**src/rtl/uart_irq_pkg.sv**
```systemverilog
// Shared constants for the UART interrupt identification unit.
// Source indices double as priority rank: index 0 is the highest priority.
package uart_irq_pkg;
    localparam int ID_W = 8;
    localparam int EN_W = 8;
    localparam int NSRC = 8;
    localparam int NLAT = 3;

    localparam logic [ID_W-1:0] ID_IDLE = 8'h01;
    localparam logic [ID_W-1:0] ID_TX   = 8'h02;

    // Sources in priority order
    localparam int S_LS   = 0;
    localparam int S_TMO  = 1;
    localparam int S_RX   = 2;
    localparam int S_TX   = 3;
    localparam int S_MDM  = 4;
    localparam int S_GPIO = 5;
    localparam int S_XOFF = 6;
    localparam int S_FLOW = 7;

    // Enable register bit positions
    localparam int EN_RX   = 0;
    localparam int EN_TX   = 1;
    localparam int EN_LS   = 2;
    localparam int EN_MS   = 3;
    localparam int EN_XOFF = 5;
    localparam int EN_RTS  = 6;
    localparam int EN_CTS  = 7;
    localparam int EN_LOCK_LO = 4;   // bits at or above this need enhanced mode

    // Sticky latch indices
    localparam int L_LS  = 0;
    localparam int L_TX  = 1;
    localparam int L_MDM = 2;

    // Identification code for a source index
    function automatic logic [ID_W-1:0] src_code(input int idx);
        case (idx)
            S_LS:    return 8'h06;
            S_TMO:   return 8'h0C;
            S_RX:    return 8'h04;
            S_TX:    return 8'h02;
            S_MDM:   return 8'h00;
            S_GPIO:  return 8'h30;
            S_XOFF:  return 8'h10;
            default: return 8'h20;
        endcase
    endfunction
endpackage

```
**src/rtl/uart_irq_ier.sv**
```systemverilog
// Interrupt-enable register with a write lock on its upper bits.
// Assumes: bits at or above LOCK_LO take writes only while enh is high.
// Exposes the next value so downstream logic reacts in the write cycle.
module uart_irq_ier #(
    parameter int W       = 8,
    parameter int LOCK_LO = 4
) (
    input  logic         clk,
    input  logic         rst_n,
    input  logic         enh,
    input  logic         wr,
    input  logic [W-1:0] wdata,
    output logic [W-1:0] q,
    output logic [W-1:0] nxt
);
    // Merge write data per bit, honouring the enhanced lock
    always_comb begin
        nxt = q;
        if (wr) begin
            for (int i = 0; i < W; i++) begin
                if (i < LOCK_LO || enh) nxt[i] = wdata[i];
            end
        end
    end

    // Hold the register
    always_ff @(posedge clk) begin
        if (!rst_n) q <= '0;
        else        q <= nxt;
    end
endmodule

```
**src/rtl/uart_irq_sticky.sv**
```systemverilog
// Bank of set/clear flags for event-type interrupt sources.
// Assumes: set has priority over clear in the same cycle.
module uart_irq_sticky #(
    parameter int N = 3
) (
    input  logic         clk,
    input  logic         rst_n,
    input  logic [N-1:0] set,
    input  logic [N-1:0] clr,
    output logic [N-1:0] q,
    output logic [N-1:0] nxt
);
    for (genvar g = 0; g < N; g++) begin : g_flag
        // Next state of one flag
        always_comb nxt[g] = set[g] | (q[g] & ~clr[g]);

        // Flag storage
        always_ff @(posedge clk) begin
            if (!rst_n) q[g] <= 1'b0;
            else        q[g] <= nxt[g];
        end
    end
endmodule

```
**src/rtl/uart_irq_prio.sv**
```systemverilog
// Fixed-priority encoder from active-source vector to identification code.
// Assumes: index 0 is the highest priority; no active source yields the idle code.
module uart_irq_prio
    import uart_irq_pkg::*;
#(
    parameter int N = NSRC
) (
    input  logic [N-1:0]    act,
    output logic [ID_W-1:0] code
);
    // Scan from lowest to highest priority; the last hit wins
    always_comb begin
        code = ID_IDLE;
        for (int i = N - 1; i >= 0; i--) begin
            if (act[i]) code = src_code(i);
        end
    end
endmodule

```
**src/rtl/uart_irq_ident.sv**
```systemverilog
// UART interrupt identification unit: masks sources, ranks them and
// registers the winning code; irq_n is bit 0 of that code.
// Assumes: event inputs are one-cycle pulses, level inputs are held by
// their owners until serviced; reg_rd on address 1 acknowledges TX space.
module uart_irq_ident
    import uart_irq_pkg::*;
(
    input  logic            clk,
    input  logic            rst_n,
    input  logic            enh_mode,
    input  logic            reg_wr,
    input  logic            reg_rd,
    input  logic            reg_addr,
    input  logic [EN_W-1:0] reg_wdata,
    output logic [EN_W-1:0] reg_rdata,
    input  logic            lsr_rd,
    input  logic            msr_rd,
    input  logic            rx_trig,
    input  logic            rx_tmo,
    input  logic            tx_space_evt,
    input  logic            ls_err_evt,
    input  logic            modem_evt,
    input  logic            gpio_chg,
    input  logic            xoff_rcv,
    input  logic            rts_chg,
    input  logic            cts_chg,
    output logic [ID_W-1:0] ident,
    output logic            irq_n
);
    logic [EN_W-1:0] ier_q, ier_nxt;
    logic [NLAT-1:0] lat_set, lat_clr, lat_q, lat_nxt;
    logic [NSRC-1:0] act;
    logic [ID_W-1:0] code_nxt, ident_q;
    logic            ls_pend, tx_pend, md_pend;

    uart_irq_ier #(.W(EN_W), .LOCK_LO(EN_LOCK_LO)) u_ier (
        .clk(clk), .rst_n(rst_n), .enh(enh_mode),
        .wr(reg_wr && !reg_addr), .wdata(reg_wdata),
        .q(ier_q), .nxt(ier_nxt)
    );

    // Set and clear terms of the sticky sources
    always_comb begin
        lat_set        = '0;
        lat_clr        = '0;
        lat_set[L_LS]  = ls_err_evt;
        lat_set[L_TX]  = tx_space_evt;
        lat_set[L_MDM] = modem_evt;
        lat_clr[L_LS]  = lsr_rd;
        lat_clr[L_TX]  = reg_rd && reg_addr && (ident_q == ID_TX);
        lat_clr[L_MDM] = msr_rd;
    end

    uart_irq_sticky #(.N(NLAT)) u_sticky (
        .clk(clk), .rst_n(rst_n), .set(lat_set), .clr(lat_clr),
        .q(lat_q), .nxt(lat_nxt)
    );

    // Mask next-cycle source state with the next enable value
    always_comb begin
        act         = '0;
        act[S_LS]   = lat_nxt[L_LS]  & ier_nxt[EN_LS];
        act[S_TMO]  = rx_tmo         & ier_nxt[EN_RX];
        act[S_RX]   = rx_trig        & ier_nxt[EN_RX];
        act[S_TX]   = lat_nxt[L_TX]  & ier_nxt[EN_TX];
        act[S_MDM]  = lat_nxt[L_MDM] & ier_nxt[EN_MS];
        act[S_GPIO] = gpio_chg       & ier_nxt[EN_MS];
        act[S_XOFF] = xoff_rcv       & ier_nxt[EN_XOFF];
        act[S_FLOW] = (rts_chg & ier_nxt[EN_RTS]) | (cts_chg & ier_nxt[EN_CTS]);
    end

    uart_irq_prio #(.N(NSRC)) u_prio (.act(act), .code(code_nxt));

    // Register the identification value
    always_ff @(posedge clk) begin
        if (!rst_n) ident_q <= ID_IDLE;
        else        ident_q <= code_nxt;
    end

    // Outputs and read mux
    always_comb begin
        ident     = ident_q;
        irq_n     = ident_q[0];
        reg_rdata = reg_addr ? ident_q : ier_q;
        ls_pend   = lat_q[L_LS];
        tx_pend   = lat_q[L_TX];
        md_pend   = lat_q[L_MDM];
    end
endmodule

```
**config.mk**
```make
export PLATFORM = sky130hd
export DESIGN_NAME = uart_irq_ident
export DESIGN_NICKNAME = d
export VERILOG_FILES = /design/src/rtl/uart_irq_pkg.sv /design/src/rtl/uart_irq_ier.sv /design/src/rtl/uart_irq_sticky.sv /design/src/rtl/uart_irq_prio.sv /design/src/rtl/uart_irq_ident.sv
export SDC_FILE = /design/constraint.sdc
export NUM_CORES = 1
export LEC_CHECK = 0
export ABC_AREA = 1
export ABC_CLOCK_PERIOD_IN_PS = 1450
export BUFFER_PORTS_ARGS = -buffer_cell sky130_fd_sc_hd__buf_4
export CORE_MARGIN = 2
export CORE_UTILIZATION = 35
export CTS_BUF_LIST = sky130_fd_sc_hd__clkbuf_2 sky130_fd_sc_hd__clkbuf_4 sky130_fd_sc_hd__clkbuf_8
export DETAILED_ROUTE_END_ITERATION = 12
export GPL_ROUTABILITY_DRIVEN = 0
export PLACE_DENSITY = 0.61
export SLEW_MARGIN = 15
export SYNTH_ARGS = -nofsm -noshare
export SYNTH_HDL_FRONTEND = slang
export SYNTH_HIERARCHICAL = 1
export SYNTH_SLANG_ARGS = --single-unit
```
**constraint.sdc**
```tcl
create_clock -name clk -period 1.45 [get_ports clk]
set_clock_uncertainty 0.15 [all_clocks]
set_input_delay 0.29 -clock clk [delete_from_list [all_inputs] [get_ports clk]]
set_output_delay 0.29 -clock clk [all_outputs]
set_load 0.03 [all_outputs]
```
==> impl_results.md <==
* Via Count at 1195
* Clk_lat worst skew at around 0.31 ns
* Critical path arrival at around 1.1 ns
* CTS tree: done
* Met1 Usage GRT at about 17%
* Dpl cell area at 1540 um2
* Core footprint at 2810 um2
* Register area at 390 um2
* Tcrit/Tclk final at 105%
* Row Count at 19
* Met2 Usage GRT at 32.7%
* Detailed placer's ending HPWL at approximately 2100 um
* Dpl ws at -0.290 ns
* Per-cell routed wire length at 10.1 um
* DIE AREA at 3450 um2
* Die W at 58.8 um
* Root Driver: clkbuf_4
* WS Path Type: reg2out
* Failing checks: DRC, setup timing
* Syn_area_per_cell at 6.07 um2
* Fillers at 256
* Clock sink total at 19
* Initial antenna violation count at 0
* Gr usage total at between 10% and 20%
* F_max at 0.655 GHz
* Run status: finished with violations
* CTS clk-pin slew, worst paths at 0.11 ns
* First-pass GRT wire length at around 4500 um
* Initial Util at 37.4%
* Worst path required time at 1.01 ns
* Yosys warns at 6
* Antenna Diode Count at 0
* Power per cell area at ~750 nW/um2
* Critical Path End Type: output pin
* GRT overflow at 0
* Via-per-instance ratio at roughly 4.5
* WL final at 2710 um
* Max cap viols at 0
* Vias in the first global route at between 1000 and 1500
* Area of the multi-input gates at 547 um2
* I/O pin total at 42
* Hold Fails Final Rpt at 0
* Gate Count Post-Synth at 173
* PnR worst setup slack at -0.0760 ns
* Met3 usage at 5.05%
* Initial DRC Count at 14
* Fraction of layout cells with a size suffix above 1 at 46.8%
* Critical path peak fanout at 2
* P&R area growth vs syn at 64.0%
* Setup crit start kind: flip-flop
* Nets at 263
* Die H at just under 60 um
* Synthesized area at 1050 um2
* Hold WS at between 0.05 and 0.06 ns
* Longest Clk Path Bufs at 2
* Max Slew Vio Count at 0
* Final instance area at 1720 um2
* Pin count of the biggest net entering global routing at 12
* Drc violations at 3
* Setup Viol. Count Final at 6
* IO buf count at between 40 and 50
* Final ANT Viol Nets at 0
* Leak at between 1 and 1.5 nW
* Setup Total Neg Slack at -0.198 ns
* VDD IR max at 0.000660 V
* H-tree depth at 1
* 1st-pass router iterations at 8
* Hold Path Class: in2reg
* Period minus WS final at 1.53 ns
* Cts bufs inserted at 3
* Total power at 0.00129 W
* RSZ-0062 raised after global routing: true
* Busiest grt layer: met2
-- final timing paths --
| path | startpoint | slack [ns] | cells past startpoint | endpoint |
|---|---|---|---|---|
| worst max-delay path | ident[1] | -0.08 | 4 | reg_rdata[1] |
| worst min-delay path | rst_n | 0.06 | 2 | ident[0] |
| worst max register to register | ident[3] | -0.02 | 13 | ident[5] |
| worst min register to register | u_sticky/q[0] | 0.33 | 2 | u_sticky/q[0] |
-- placed cells by master (no fill, tap or decap), drive strengths merged --
cell	count
nand2	67
buf	65
inv	44
dfxtp	19
nor2	18
a21oi	7
nand3	7
clkbuf	3
conb	2
o21ai	2
a22o	1
nand3b	1
clkinv	1
-- worst max-delay path: stages, from the launching register on --
cell     delay (ns)
dfxtp_2        0.35
inv_2          0.05
buf_6          0.11
o21ai_4        0.12
buf_6          0.14
-- metal layers --
metal,part of all wire (%),vias to the layer above
li1,-,618
met1,38,541
met2,54,32
met3,7.0,4
met4,1.3,0
met5,0,-
-- what timing repair did --
action,CTS,global route
hold buffers,0,0
resized for setup,37,12
pin swaps,12,12
endpoints found under the setup margin,11,12
buffers inserted,0,1
-- through the flow --
stage	util (%)	std cells
final	61.4	268
after global routing	61.4	268
after CTS	59.9	267
after detailed placement	55.0	263
after global placement	55.0	263
after floorplan	-	174
-- sequential cells by signal (all words and copies together), names as in the netlist --
name,count
ident,8
u_ier/q,8
u_sticky/q,3
-- cell type report --
cell class	count	share of cell area (%)
Tap cell	31	2.25
Multi-Input combinational cell	105	31.8
Inverter	44	9.88
Sequential cell	19	22.7
Clock inverter	1	0.291
Timing Repair Buffer	65	31.8
Clock buffer	3	1.31
-- where the power goes --
| part | internal [W] | switching [W] | total, W |
|---|---|---|---|
| sequential | 0.000556 | 0.0000209 | 0.000577 |
| combinational | 0.000207 | 0.000228 | 0.000436 |
| clock | 0.000103 | 0.000177 | 0.000281 |
Power figures use the tool's default switching activity.
